--- src/rtl/bitlogic_pkg.sv ---
package bitlogic_pkg;
  localparam int FUNC_W = 4;
  typedef logic [FUNC_W-1:0] func_t;
  localparam func_t F_CLEAR = 4'b0000;
  localparam func_t F_ONES  = 4'b1111;
  localparam func_t F_PASSA = 4'b0011;
  localparam func_t F_PASSB = 4'b0101;
endpackage

--- src/rtl/bitlogic_lane.sv ---
module bitlogic_lane
  import bitlogic_pkg::*;
(
  input  logic  x,
  input  logic  y,
  input  func_t func,
  output logic  f
);
  logic [1:0] sel;
  always_comb begin
    sel = {x, y};
    case (sel)
      2'b00:   f = func[3];
      2'b01:   f = func[2];
      2'b10:   f = func[1];
      default: f = func[0];
    endcase
  end
endmodule

--- src/rtl/bitlogic_zero.sv ---
module bitlogic_zero #(
  parameter int WIDTH = 8
) (
  input  logic [WIDTH-1:0] vec,
  output logic             is_zero
);
  assign is_zero = ~(|vec);
endmodule

--- src/rtl/bitlogic_acc.sv ---
module bitlogic_acc #(
  parameter int WIDTH = 8
) (
  input  logic             clk,
  input  logic             rst,
  input  logic             load,
  input  logic [WIDTH-1:0] d,
  output logic [WIDTH-1:0] q
);
  always_ff @(posedge clk) begin
    if (rst)       q <= '0;
    else if (load) q <= d;
  end


  load_take_chk: assert property (@(posedge clk) disable iff (rst)
    (!rst && load) |=> (q == $past(d)));

  idle_hold_chk: assert property (@(posedge clk) disable iff (rst)
    (!rst && !load) |=> $stable(q));
endmodule

--- src/rtl/bitlogic_unit.sv ---
module bitlogic_unit
  import bitlogic_pkg::*;
#(
  parameter int WIDTH = 8
) (
  input  logic             clk,
  input  logic             rst,
  input  logic [WIDTH-1:0] opnd,
  input  logic [3:0]       func,
  input  logic             load,
  output logic [WIDTH-1:0] result,
  output logic [WIDTH-1:0] acc,
  output logic             zero
);
  localparam int MSB = WIDTH - 1;

  logic [MSB:0] lane_out;

  for (genvar i = 0; i < WIDTH; i++) begin : g_lane
    bitlogic_lane u_lane (
      .x    (acc[i]),
      .y    (opnd[i]),
      .func (func),
      .f    (lane_out[i])
    );
  end

  assign result = lane_out;

  bitlogic_zero #(.WIDTH(WIDTH)) u_zero (
    .vec     (lane_out),
    .is_zero (zero)
  );

  bitlogic_acc #(.WIDTH(WIDTH)) u_acc (
    .clk  (clk),
    .rst  (rst),
    .load (load),
    .d    (lane_out),
    .q    (acc)
  );


  clear_code_chk: assert property (@(posedge clk) disable iff (rst)
    (func == F_CLEAR) |-> (result == '0 && zero));

  ones_code_chk: assert property (@(posedge clk) disable iff (rst)
    (func == F_ONES) |-> (result == '1 && !zero));

  pass_a_chk: assert property (@(posedge clk) disable iff (rst)
    (func == F_PASSA) |-> (result == acc));

  pass_b_chk: assert property (@(posedge clk) disable iff (rst)
    (func == F_PASSB) |-> (result == opnd));
endmodule

--- config.mk ---
export PLATFORM = sky130hd
export DESIGN_NAME = bitlogic_unit
export DESIGN_NICKNAME = d
export VERILOG_FILES = /design/src/rtl/bitlogic_pkg.sv /design/src/rtl/bitlogic_lane.sv /design/src/rtl/bitlogic_zero.sv /design/src/rtl/bitlogic_acc.sv /design/src/rtl/bitlogic_unit.sv
export SDC_FILE = /design/constraint.sdc
export NUM_CORES = 1
export LEC_CHECK = 0
export BUFFER_PORTS_ARGS = -buffer_cell sky130_fd_sc_hd__buf_2
export CORE_MARGIN = 3
export CORE_UTILIZATION = 43
export DETAILED_ROUTE_END_ITERATION = 10
export PLACE_DENSITY = 0.84
export SYNTH_ARGS = -nofsm -noshare
export SYNTH_HDL_FRONTEND = slang
export SYNTH_SLANG_ARGS = --single-unit
--- constraint.sdc ---
create_clock -name clk -period 1.85 [get_ports clk]
set_input_delay 0.2775 -clock clk [delete_from_list [all_inputs] [get_ports clk]]
set_output_delay 0.2775 -clock clk [all_outputs]
set_load 0.02 [all_outputs]
-- Yosys cells after proc, flatten, opt, wreduce, memory -nomap -nowiden
Cells that the tools add are included.
- word-level logic and storage cells: 35
- bits of input ports: 15
- output and inout bits: 17
- bits in registers: 8
- muxes and demuxes: 8
- bitwise logic cells: 1
- eq/ne operators: 16
- reductions and logical operators: 9
- operator list (cell ; number):
    $pmux W1 S3 ; 8
    $eq A2 B1 Y1 const B ; 8
    $eq A2 B2 Y1 const B ; 8
    $logic_not A2 Y1 ; 8
    $reduce_or A8 Y1 ; 1
    $not A1 Y1 ; 1

-- Longest topological paths before layout
Gate-level depths: netlist of run 1.
- depth in word-level cells: 4
- gate-level depth with buffers: 3
- mapped depth without buffers: 3

-- Modules after synthesis
Synthesis of run 1 repeated with hierarchy kept, for this count alone.
- cells, all modules: 37
- area, all modules: 484.2 um^2
- modules (own cells, without submodules) (module ; area each (um^2) ; cells each ; seq. area each (um^2) ; instances):
    bitlogic_acc ; 285.3 ; 26 ; 160.2 ; 1
    bitlogic_lane ; 22.5 ; 1 ; 0.0 ; 8
    bitlogic_zero ; 18.8 ; 3 ; 0.0 ; 1

-- Worst setup path before layout of run 1
Ideal clock, no wire load.
- path kind: input to output
- start: input opnd[1]
- end: output zero
- buffers on the path: 0
- required time: 1.572 ns
- stages on the path: 3
- data arrival time: 1.599 ns
- slack: -0.026 ns
- cells stage by stage: mux4_2 -> or4_1 -> nor2_1
- word-level cells in the longest chain between the ends: 4
- elaborated cells between the ends (all ways): 6
- those cells by class: 2 x eq/ne; 1 x mux; 1 x bitwise; 2 x reduce/logical
- RTL lines (what ; line ; text):
    start: declaration ; bitlogic_unit.sv:8 ; input logic [WIDTH-1:0] opnd,
    $eq A2 B2 Y1 (tied with other cells) ; bitlogic_lane.sv:12 ; case (sel)
    $pmux W1 S3 (*) ; bitlogic_lane.sv:12 ;
    $reduce_or A8 Y1 (*) ; bitlogic_zero.sv:7 ; assign is_zero = ~(|vec);
    $not A1 Y1 (*) ; bitlogic_zero.sv:7 ;
    end: declaration ; bitlogic_unit.sv:13 ; output logic zero
Mark *: on every way between the ends. The rest lies on a longest branch, timed or not.

-- Worst setup path in the final report of run 1
- start: input func[1]
- end: output zero
- word-level cells in the longest chain between the ends: 3
- elaborated cells between the ends (all ways): 10
- those cells by class: 8 x mux; 1 x bitwise; 1 x reduce/logical
- RTL lines (what ; line ; text):
    start: declaration ; bitlogic_unit.sv:9 ; input logic [3:0] func,
    $pmux W1 S3 ; bitlogic_lane.sv:12 ;
    $reduce_or A8 Y1 (*) ; bitlogic_zero.sv:7 ;
    $not A1 Y1 (*) ; bitlogic_zero.sv:7 ;
Marks and branches as above.

==> results_dict.tcl, run 1 <==
set metrics [dict create \
    wirelength_mm 1.378 \
    reg_top3 "u_acc.q: 8 flops" \
    synth_fp_nets 68 \
    die_height_um 43.49 \
    status "finished with violations" \
    clk_latency_ns 0.25 \
    place_congestion 0.7414 \
    yosysSeqAreaShare_pct 26.50 \
    critical_path.top_delay_family "simple AND/OR/NAND/NOR gates" \
    syn_avg_cell_area_um2 11.40 \
    ios 32 \
    clk_pin_slew_ns 0.06 \
    drcViolationCount 0 \
    period_minus_slack_ns 1.993 \
    max_freq_mhz 501.6 \
    grt_usage_pct 15.80 \
    firstDrtPassIters 2 \
    r2r-end "u_acc.q[2]$_SDFFE_PP0P_" \
    cp_slowest_stage_delay_ns 0.56 \
    endpoint_kind "primary output" \
    vias 488 \
    crit_arrival_ns 1.72 \
    synth_ff_type "dfxtp_1" \
    synth_edf_count 0 \
    slowest_stage "or4_4" \
    path_class "primary input to primary output" \
    netlist.area_leader.share_pct 26.50 \
    antenna_found_initial 0 \
    area_growth_pct 29.61 \
    netlist_area_um2 604.3 \
    crit_path_end "zero" \
    synth_common_cells "16 x buf_4, 9 x nor2_1, 8 x dfxtp_1, 8 x mux2i_1, 6 x mux4_2" \
    worstPathCellList "buf_2 > mux4_2 > or4_4 > nor2_4 > buf_6" \
    hold_slack_ns 0.2991 \
    synth.most_common_cell "buf_4" \
    p_leak_nw 0.3905 \
    placed_area_um2 711.9 \
    core_mm2 0.001216 \
    synth-async-reset-ratio_pct 0 \
    stdcell_area_um2 783.3 \
    path_buf_inv 2 \
    top_register "u_acc.q" \
    drt_iter0_drc 4 \
    cts_made_buffers 3 \
    worstPathMaxFanout 8 \
    grt_pass1_vias 470 \
    relSlewSlack_pct 84.11 \
    num_rows 12 \
    fin_util_pct 64.40 \
    yosys-top-cells-area "dfxtp_1 27%, mux4_2 22%, buf_4 20%" \
    fin_ws_ns -0.1435 \
    grt_max_degree 9 \
    ant_nets 0 \
    ys.warnings.count 0 \
    cts_tree "built" \
    post-place-ws_ns -0.1539 \
    fin_crit_sh_pct 107.8 \
    largest_register_ffs 8 \
    layout.nets 97 \
    ys_ff_latch 8 \
    violations "negative setup slack" \
    ir_drop_mv 0.5386 \
    worstMarginPinSlew_ns 0.2384 \
    cp_num_cells 5 \
    maxSlewViolCount 0 \
    synth_top_area_cell "dfxtp_1" \
    hold_viol_final 0 \
    required_ns 1.57 \
    antenna_cells 0 \
    ctsHtreeMaxLevel 1 \
    synth_cell_types 9 \
    crit_start "func[1]" \
    hp-class "primary input to flop" \
    worst-r2r-cell-count 6 \
    power_density_mw_per_mm2 714.5 \
    grt.overflow.total 0 \
    clockBufferDepth 2 \
    wl_per_cell_um 14.66 \
    rsz0062_at_grt "yes" \
    fp.dieW_um 43.49 \
    startpoint_type "primary input" \
    hold_buffers 0 \
    crit-reg2reg-launch "u_acc.q[2]$_SDFFE_PP0P_" \
    r2r_slack_ns 0.51 \
    viasPerCell 5.191 \
    maxCapViolations 0 \
    cts_num_sinks 8 \
    grt_pass1_wl_mm 2.145 \
    skew_ns 0 \
    dieArea_mm2 0.001891 \
    root_buffer "clkbuf_4" \
    synthCells 53 \
    drive_above_1_share_pct 72.50 \
    io_buffers 31 \
    start_util_pct 49.69 \
    finalSetupViolCount 1 \
]
cell usage in the layout (no fill, tap or decap), drive strengths merged:
master  synthesis  routed
buf            17      42
nor2            9       9
mux2i           8       8
mux4            8       8
dfxtp           8       8
clkbuf          1       3
or4             2       2
stage by stage:
stage | std cells | setup TNS (ns) | total power, W
detailed placement | 88 | -0.1539 | 0.0004092
global route | 94 | -0.1936 | 0.0005950
CTS | 92 | -0.1201 | 0.0005581
floorplan | 53 | 0 | 0.0003611
global placement | 88 | -0.1243 | 0.0004033
finish | 94 | -0.1435 | 0.0005596
worst reg2reg max path: stages, from the launching register on:
cell     delay [ns]
dfxtp_2        0.34
mux4_2         0.32
buf_4          0.15
buf_4          0.12
buf_4          0.12
mux2i_1        0.13
nor2_1         0.05
metal layers:
layer  track usage [%]  share of wire (%)  vias to the layer above
li1                  -                  -                      236
met1             18.72                 41                      225
met2             24.19                 49                       23
met3             6.224                8.3                        4
met4             9.036                2.0                        0
met5                 0                  0                        -
where the power goes:
part	internal [W]	switching, W
Clock	0.0000745	0.0000623
Combinational	0.000113	0.000110
Sequential	0.000188	0.0000111
how the worst min path moves through the flow:
stage / from / endpoint / slack (ns) / cells after the start
floorplan: u_acc.q[0]$_SDFFE_PP0P_ / u_acc.q[0]$_SDFFE_PP0P_ / 0.49 / 2
finish: rst / u_acc.q[5]$_SDFFE_PP0P_ / 0.30 / 2
CTS: rst / u_acc.q[2]$_SDFFE_PP0P_ / 0.29 / 2
global route: rst / u_acc.q[2]$_SDFFE_PP0P_ / 0.30 / 2
detailed placement: u_acc.q[3]$_SDFFE_PP0P_ / u_acc.q[3]$_SDFFE_PP0P_ / 0.52 / 2
global placement: u_acc.q[2]$_SDFFE_PP0P_ / u_acc.q[2]$_SDFFE_PP0P_ / 0.51 / 2
cell families after synthesis:
family	count (synthesis)	synth area share, %
DFF	8	26.50
and+or+nand+nor	11	8.073
buffers and inverters	18	21.12
muxes	16	44.31
area by class of cell:
type	count	area [um^2]
Clock buffer	3	22.52
Fill cell	98	432.9
Multi-Input combinational cell	27	331.6
Sequential cell	8	165.2
Tap cell	14	17.52
Timing Repair Buffer	42	246.5
what timing repair did:
item,CTS,global route
setup endpoints to repair,1,1
pin swaps,0,1
resized for setup,9,1
buffers inserted,1,2
hold endpoints to repair,0,0
Note: power is estimated with default switching activity, not from simulation.
==> run 2: changes to the inputs <==
--- a/config.mk
+++ b/config.mk
@@ -8,7 +8,9 @@
 export BUFFER_PORTS_ARGS = -buffer_cell sky130_fd_sc_hd__buf_2
 export CORE_MARGIN = 3
 export CORE_UTILIZATION = 43
+export CTS_BUF_LIST = sky130_fd_sc_hd__clkbuf_16
 export DETAILED_ROUTE_END_ITERATION = 10
+export MAX_ROUTING_LAYER = met4
 export PLACE_DENSITY = 0.84
 export SYNTH_ARGS = -nofsm -noshare
 export SYNTH_HDL_FRONTEND = slang
==> results_dict.tcl, run 2 (synthesized netlist as in run 1, its figures left out) <==
set metrics [dict create \
    clk_latency_ns 0.23 \
    layout.nets 98 \
    ant_nets 0 \
    num_rows 12 \
    skew_ns 0 \
    antenna_found_initial 0 \
    clkPwrFrac_pct 45.7 \
    layout_commonest_cell "buf_2" \
    ios 32 \
    startpoint_type "primary input" \
    power_density_mw_per_mm2 934.8 \
    relSlewSlack_pct 83.47 \
    hp-class "primary input to flop" \
    path_class "primary input to primary output" \
    io_buffers 31 \
    drive_above_1_share_pct 76.54 \
    dieArea_mm2 0.001891 \
    pwr-share-seq_pct 25.2 \
    maxCapViolations 0 \
    r2r-end "u_acc.q[2]$_SDFFE_PP0P_" \
    status "finished with violations" \
    die_height_um 43.49 \
    vias 508 \
    ctsHtreeMaxLevel 1 \
    drcViolationCount 0 \
    wl_per_cell_um 15.68 \
    placed_area_um2 711.9 \
    antenna_cells 0 \
    layout_common_cells "26 x buf_2, 14 x buf_4, 8 x mux2i_1, 8 x nor2_1, 7 x mux4_2" \
    grt.overflow.total 0 \
    maxSlewViolCount 0 \
    wirelength_mm 1.490 \
    worst-r2r-cell-count 5 \
    required_ns 1.57 \
    period_minus_slack_ns 1.959 \
    cts_made_buffers 3 \
    viasPerCell 5.347 \
    stdcell_area_um2 857.1 \
    total_power_w 0.0008012 \
    p_sw_share_pct 26.51 \
    top_register "u_acc.q" \
    fin_ws_ns -0.1091 \
    grt_max_degree 9 \
    worstMarginPinSlew_ns 0.2480 \
    n_fill_cell 90 \
    start_util_pct 49.69 \
    clockBufferDepth 2 \
    ir_drop_mv 0.9690 \
    violations "negative setup slack" \
    largest_register_ffs 8 \
    max_freq_mhz 510.4 \
    core_mm2 0.001216 \
    hp-start "rst" \
    rsz0062_at_grt "yes" \
    min_delay_path_depth 2 \
    grt_usage_pct 17.55 \
    fp.dieW_um 43.49 \
    endpoint_kind "primary output" \
    fin_crit_sh_pct 105.9 \
    grt_pass1_vias 494 \
    p_comb_share_pct 29.0 \
    drt_iter0_drc 8 \
    fin_util_pct 70.47 \
    holdPathEnd "u_acc.q[5]$_SDFFE_PP0P_" \
    setup_tns_ns -0.1091 \
    place_congestion 0.7507 \
    worstPathMaxFanout 8 \
    crit-reg2reg-launch "u_acc.q[2]$_SDFFE_PP0P_" \
    firstDrtPassIters 4 \
    power.internal_w 0.0005888 \
    hold_viol_final 0 \
    p_leak_nw 0.4206 \
    r2r_slack_ns 0.61 \
    reg_top3 "u_acc.q: 8 flops" \
    cts_num_sinks 8 \
    clk_pin_slew_ns 0.04 \
    p_switching_w 0.0002124 \
    area_growth_pct 41.82 \
    grt_pass1_wl_mm 2.290 \
    cts_tree "built" \
    crit_arrival_ns 1.68 \
    finalSetupViolCount 1 \
    root_buffer "clkbuf_16" \
]
## run 2: cell types whose count changed in the layout (fill, tap and decap cells not counted), sizes merged
cell / delta
buf: +1
## run 2: final cells by class
| class | instances | area, um^2 | area share [%] |
|---|---|---|---|
| clock buffer | 3 | 75.07 | 8.759 |
| timing repair buffer | 43 | 269.0 | 31.39 |
| tap | 14 | 17.52 | 2.044 |
| multi-input combinational | 27 | 327.8 | 38.25 |
| sequential | 8 | 167.7 | 19.56 |
## run 2: metal layers
| metal | routed length, um | GRT usage (%) |
|---|---|---|
| met1 | 549 | 20.62 |
| met2 | 765 | 26.84 |
| met4 | 23 | 7.229 |
| met5 | 0 | - |
| met3 | 152 | 6.639 |
## run 2: worst max-delay path by stage
stage            to  slack (ns)               startpoint
3_5_place_dp   zero       -0.15                  func[0]
6_report       zero       -0.11                  func[3]
2_1_floorplan  zero        0.03                  opnd[1]
3_3_place_gp   zero       -0.12                  func[0]
5_1_grt        zero       -0.15  u_acc.q[5]$_SDFFE_PP0P_
4_1_cts        zero        -0.1  u_acc.q[0]$_SDFFE_PP0P_
## run 2: stage by stage
stage	setup WS, ns	hold slack (ns)	std cells
floorplan	0.03077	0.4878	53
global placement	-0.1243	0.5061	88
detailed placement	-0.1539	0.5244	88
CTS	-0.09990	0.3275	93
global route	-0.1507	0.3468	95
finish	-0.1091	0.3280	95
## run 2: power by group through the flow
stage,Clock (W),Combinational [W],Sequential [W]
after floorplan,0,0.000162,0.000199
after global placement,0,0.000203,0.000201
after detailed placement,0,0.000207,0.000202
after CTS,0.000373,0.000225,0.000201
after global routing,0.000390,0.000249,0.000204
final,0.000366,0.000233,0.000202
## run 2: what timing repair did
action                     in CTS  in global routing
pin swaps                       3                  3
setup buffers                   2                  2
hold buffers                    0                  0
gates resized for setup        15                  3
setup endpoints to repair       1                  1
hold endpoints to repair        0                  0
## run 2: worst max-delay path, cell delays in order
cell and delay (ns):
buf_4 0.14, mux4_2 0.46, or4_4 0.56, nor2_4 0.12, buf_6 0.12
==> run 3: changes to the inputs <==
--- a/config.mk
+++ b/config.mk
@@ -5,13 +5,16 @@
 export SDC_FILE = /design/constraint.sdc
 export NUM_CORES = 1
 export LEC_CHECK = 0
+export ABC_AREA = 1
 export BUFFER_PORTS_ARGS = -buffer_cell sky130_fd_sc_hd__buf_2
 export CORE_MARGIN = 3
-export CORE_UTILIZATION = 43
+export CORE_UTILIZATION = 47
 export CTS_BUF_LIST = sky130_fd_sc_hd__clkbuf_16
 export DETAILED_ROUTE_END_ITERATION = 10
+export GPL_TIMING_DRIVEN = 1
 export MAX_ROUTING_LAYER = met4
-export PLACE_DENSITY = 0.84
+export PLACE_DENSITY = 0.85
+export SKIP_CTS_REPAIR_TIMING = 1
 export SYNTH_ARGS = -nofsm -noshare
 export SYNTH_HDL_FRONTEND = slang
 export SYNTH_SLANG_ARGS = --single-unit
==> results_dict.tcl, run 3 <==
set metrics [dict create \
    period_minus_slack_ns 1.485 \
    path_buf_inv 2 \
    place_congestion 0.7847 \
    drive_above_1_share_pct 26.53 \
    layout_common_cells "42 x nand2_1, 31 x buf_2, 26 x inv_1, 12 x nand3_1" \
    p_sw_share_pct 30.25 \
    worstPathCellList "nand3b_1 > nand2_1 > nand2_1 > inv_1 > nand2_1 > nor2_1 > buf_2" \
    required_ns 1.57 \
    max_freq_mhz 673.5 \
    synthCells 134 \
    ios 32 \
    endpoint_kind "primary output" \
    num_rows 14 \
    synth.most_common_cell "nand2_1" \
    area_growth_pct 10.17 \
    synth_cell_types 13 \
    firstDrtPassIters 4 \
    grt_usage_pct 17.60 \
    synth_top_area_cell "dfxtp_1" \
    clk_pin_slew_ns 0.04 \
    netlist.area_leader.share_pct 20.35 \
    power.internal_w 0.0005423 \
    synth_ff_type "dfxtp_1" \
    core_mm2 0.001541 \
    fin_crit_sh_pct 80.26 \
    clk_latency_ns 0.23 \
    root_buffer "clkbuf_16" \
    pwr-share-seq_pct 25.9 \
    top_register "u_acc.q" \
    vias 806 \
    worstMarginPinSlew_ns 0.2553 \
    synth_common_cells "42 x nand2_1, 26 x inv_1, 16 x buf_4" \
    drcViolationCount 0 \
    yosysSeqAreaShare_pct 20.35 \
    critical_path.top_delay_family "simple AND/OR/NAND/NOR gates" \
    ys.warnings.count 0 \
    ir_drop_mv 0.7300 \
    fin_ws_ns 0.3652 \
    viasPerCell 4.945 \
    cp_slowest_stage_delay_ns 0.32 \
    power_density_mw_per_mm2 896.6 \
    netlist_area_um2 787.0 \
    ys_ff_latch 8 \
    cts_made_buffers 3 \
    p_leak_nw 0.5400 \
    dieArea_mm2 0.002201 \
    hp-class "primary input to flop" \
    finalSetupViolCount 0 \
    cpMostUsedCell "nand2_1" \
    synth-async-reset-ratio_pct 0 \
    rsz0062_at_grt "no" \
    maxSlewViolCount 0 \
    drt_iter0_drc 24 \
    wirelength_mm 1.749 \
    antenna_cells 0 \
    maxCapViolations 0 \
    die_height_um 46.92 \
    layout_commonest_cell "nand2_1" \
    grt_max_degree 17 \
    slowest_stage "dfxtp_1" \
    grt_pass1_wl_mm 2.753 \
    layout.nets 164 \
    status "finished, final reports clean" \
    largest_register_ffs 8 \
    wl_per_cell_um 10.73 \
    setup_tns_ns 0 \
    io_buffers 31 \
    reg_top3 "u_acc.q: 8 flops" \
    cts_num_sinks 8 \
    post-place-ws_ns 0.4527 \
    synth_fp_nets 149 \
    grt_pass1_vias 682 \
    clkPwrFrac_pct 46.1 \
    ctsHtreeMaxLevel 1 \
    synth_edf_count 0 \
    cts_tree "built" \
    yosys-top-cells-area "dfxtp_1 20%, nand2_1 20%, buf_4 15%" \
    syn_avg_cell_area_um2 5.873 \
    skew_ns 0 \
    grt.overflow.total 0 \
    ant_nets 0 \
    startpoint_type "flop" \
    clockBufferDepth 2 \
    hold_viol_final 0 \
    relSlewSlack_pct 82.98 \
    path_class "flop to primary output" \
    start_util_pct 51.06 \
    dp_hpwl_mm 1.375 \
    crit_arrival_ns 1.21 \
    n_fill_cell 155 \
    worstPathMaxFanout 4 \
    antenna_found_initial 0 \
    p_comb_share_pct 28.0 \
    p_switching_w 0.0002352 \
    fp.dieW_um 46.92 \
]
[run 3: metrics by stage]
stage | hold WS, ns | cell area (um^2) | utilization, % | power [W] | cells
after CTS | 0.4225 | 867.1 | 56.25 | 0.0007893 | 163
final | 0.4143 | 867.1 | 56.25 | 0.0007774 | 163
after floorplan | 0.4683 | 787.0 | - | 0.0004080 | 134
after global routing | 0.4444 | 867.1 | 56.25 | 0.0008255 | 163
after global placement | 0.5338 | 792.0 | 51.38 | 0.0004149 | 160
after detailed placement | 0.5437 | 792.0 | 51.38 | 0.0004224 | 160
[run 3: power groups by stage]
stage	registers (W)	logic (W)	clock network, W
floorplan	0.000201	0.000207	0
global placement	0.000202	0.000213	0
detailed placement	0.000204	0.000219	0
CTS	0.000201	0.000220	0.000369
global route	0.000204	0.000245	0.000376
finish	0.000201	0.000218	0.000358
[run 3: final cells by class]
class	count	area [um^2]	area share (%)
Multi-Input combinational cell	79	359.1	41.41
Sequential cell	8	160.2	18.47
Timing Repair Buffer	31	155.1	17.89
Inverter	26	97.59	11.26
Clock buffer	3	75.07	8.658
Tap cell	16	20.02	2.309
[run 3: path summary, 6_finish.rpt]
| check | start | end | slack [ns] | cells past startpoint |
|---|---|---|---|---|
| min | rst | u_acc.q[3]$_SDFFE_PP0P_ | 0.41 | 4 |
| max | u_acc.q[7]$_SDFFE_PP0P_ | zero | 0.37 | 7 |
| min reg2reg | u_acc.q[6]$_SDFFE_PP0P_ | u_acc.q[6]$_SDFFE_PP0P_ | 0.55 | 2 |
| max reg2reg | u_acc.q[0]$_SDFFE_PP0P_ | u_acc.q[0]$_SDFFE_PP0P_ | 1.06 | 4 |
[run 3: worst reg2reg max path: cells and delay by family, from the launching register on]
kind | cells | cell delay (ns)
DFF | 1 | 0.36
and+or+nand+nor | 2 | 0.17
buffers and inverters | 1 | 0.06
AOI/OAI and AO/OA | 1 | 0.13
[run 3: kinds of logic (layout without fill, tap and decap cells)]
group	Yosys count	count (layout)	share of synthesized area (%)
flops	8	8	20.35
simple gates	63	63	35.45
compound gates	16	16	10.18
buf+inv	47	60	34.02
[run 3: metal layers]
metal	up-vias	global-route usage [%]	part of all wire (%)
met2	38	29.00	49
met5	-	-	0
met1	351	21.41	39
li1	415	-	-
met4	0	1.105	0.51
met3	2	6.513	11
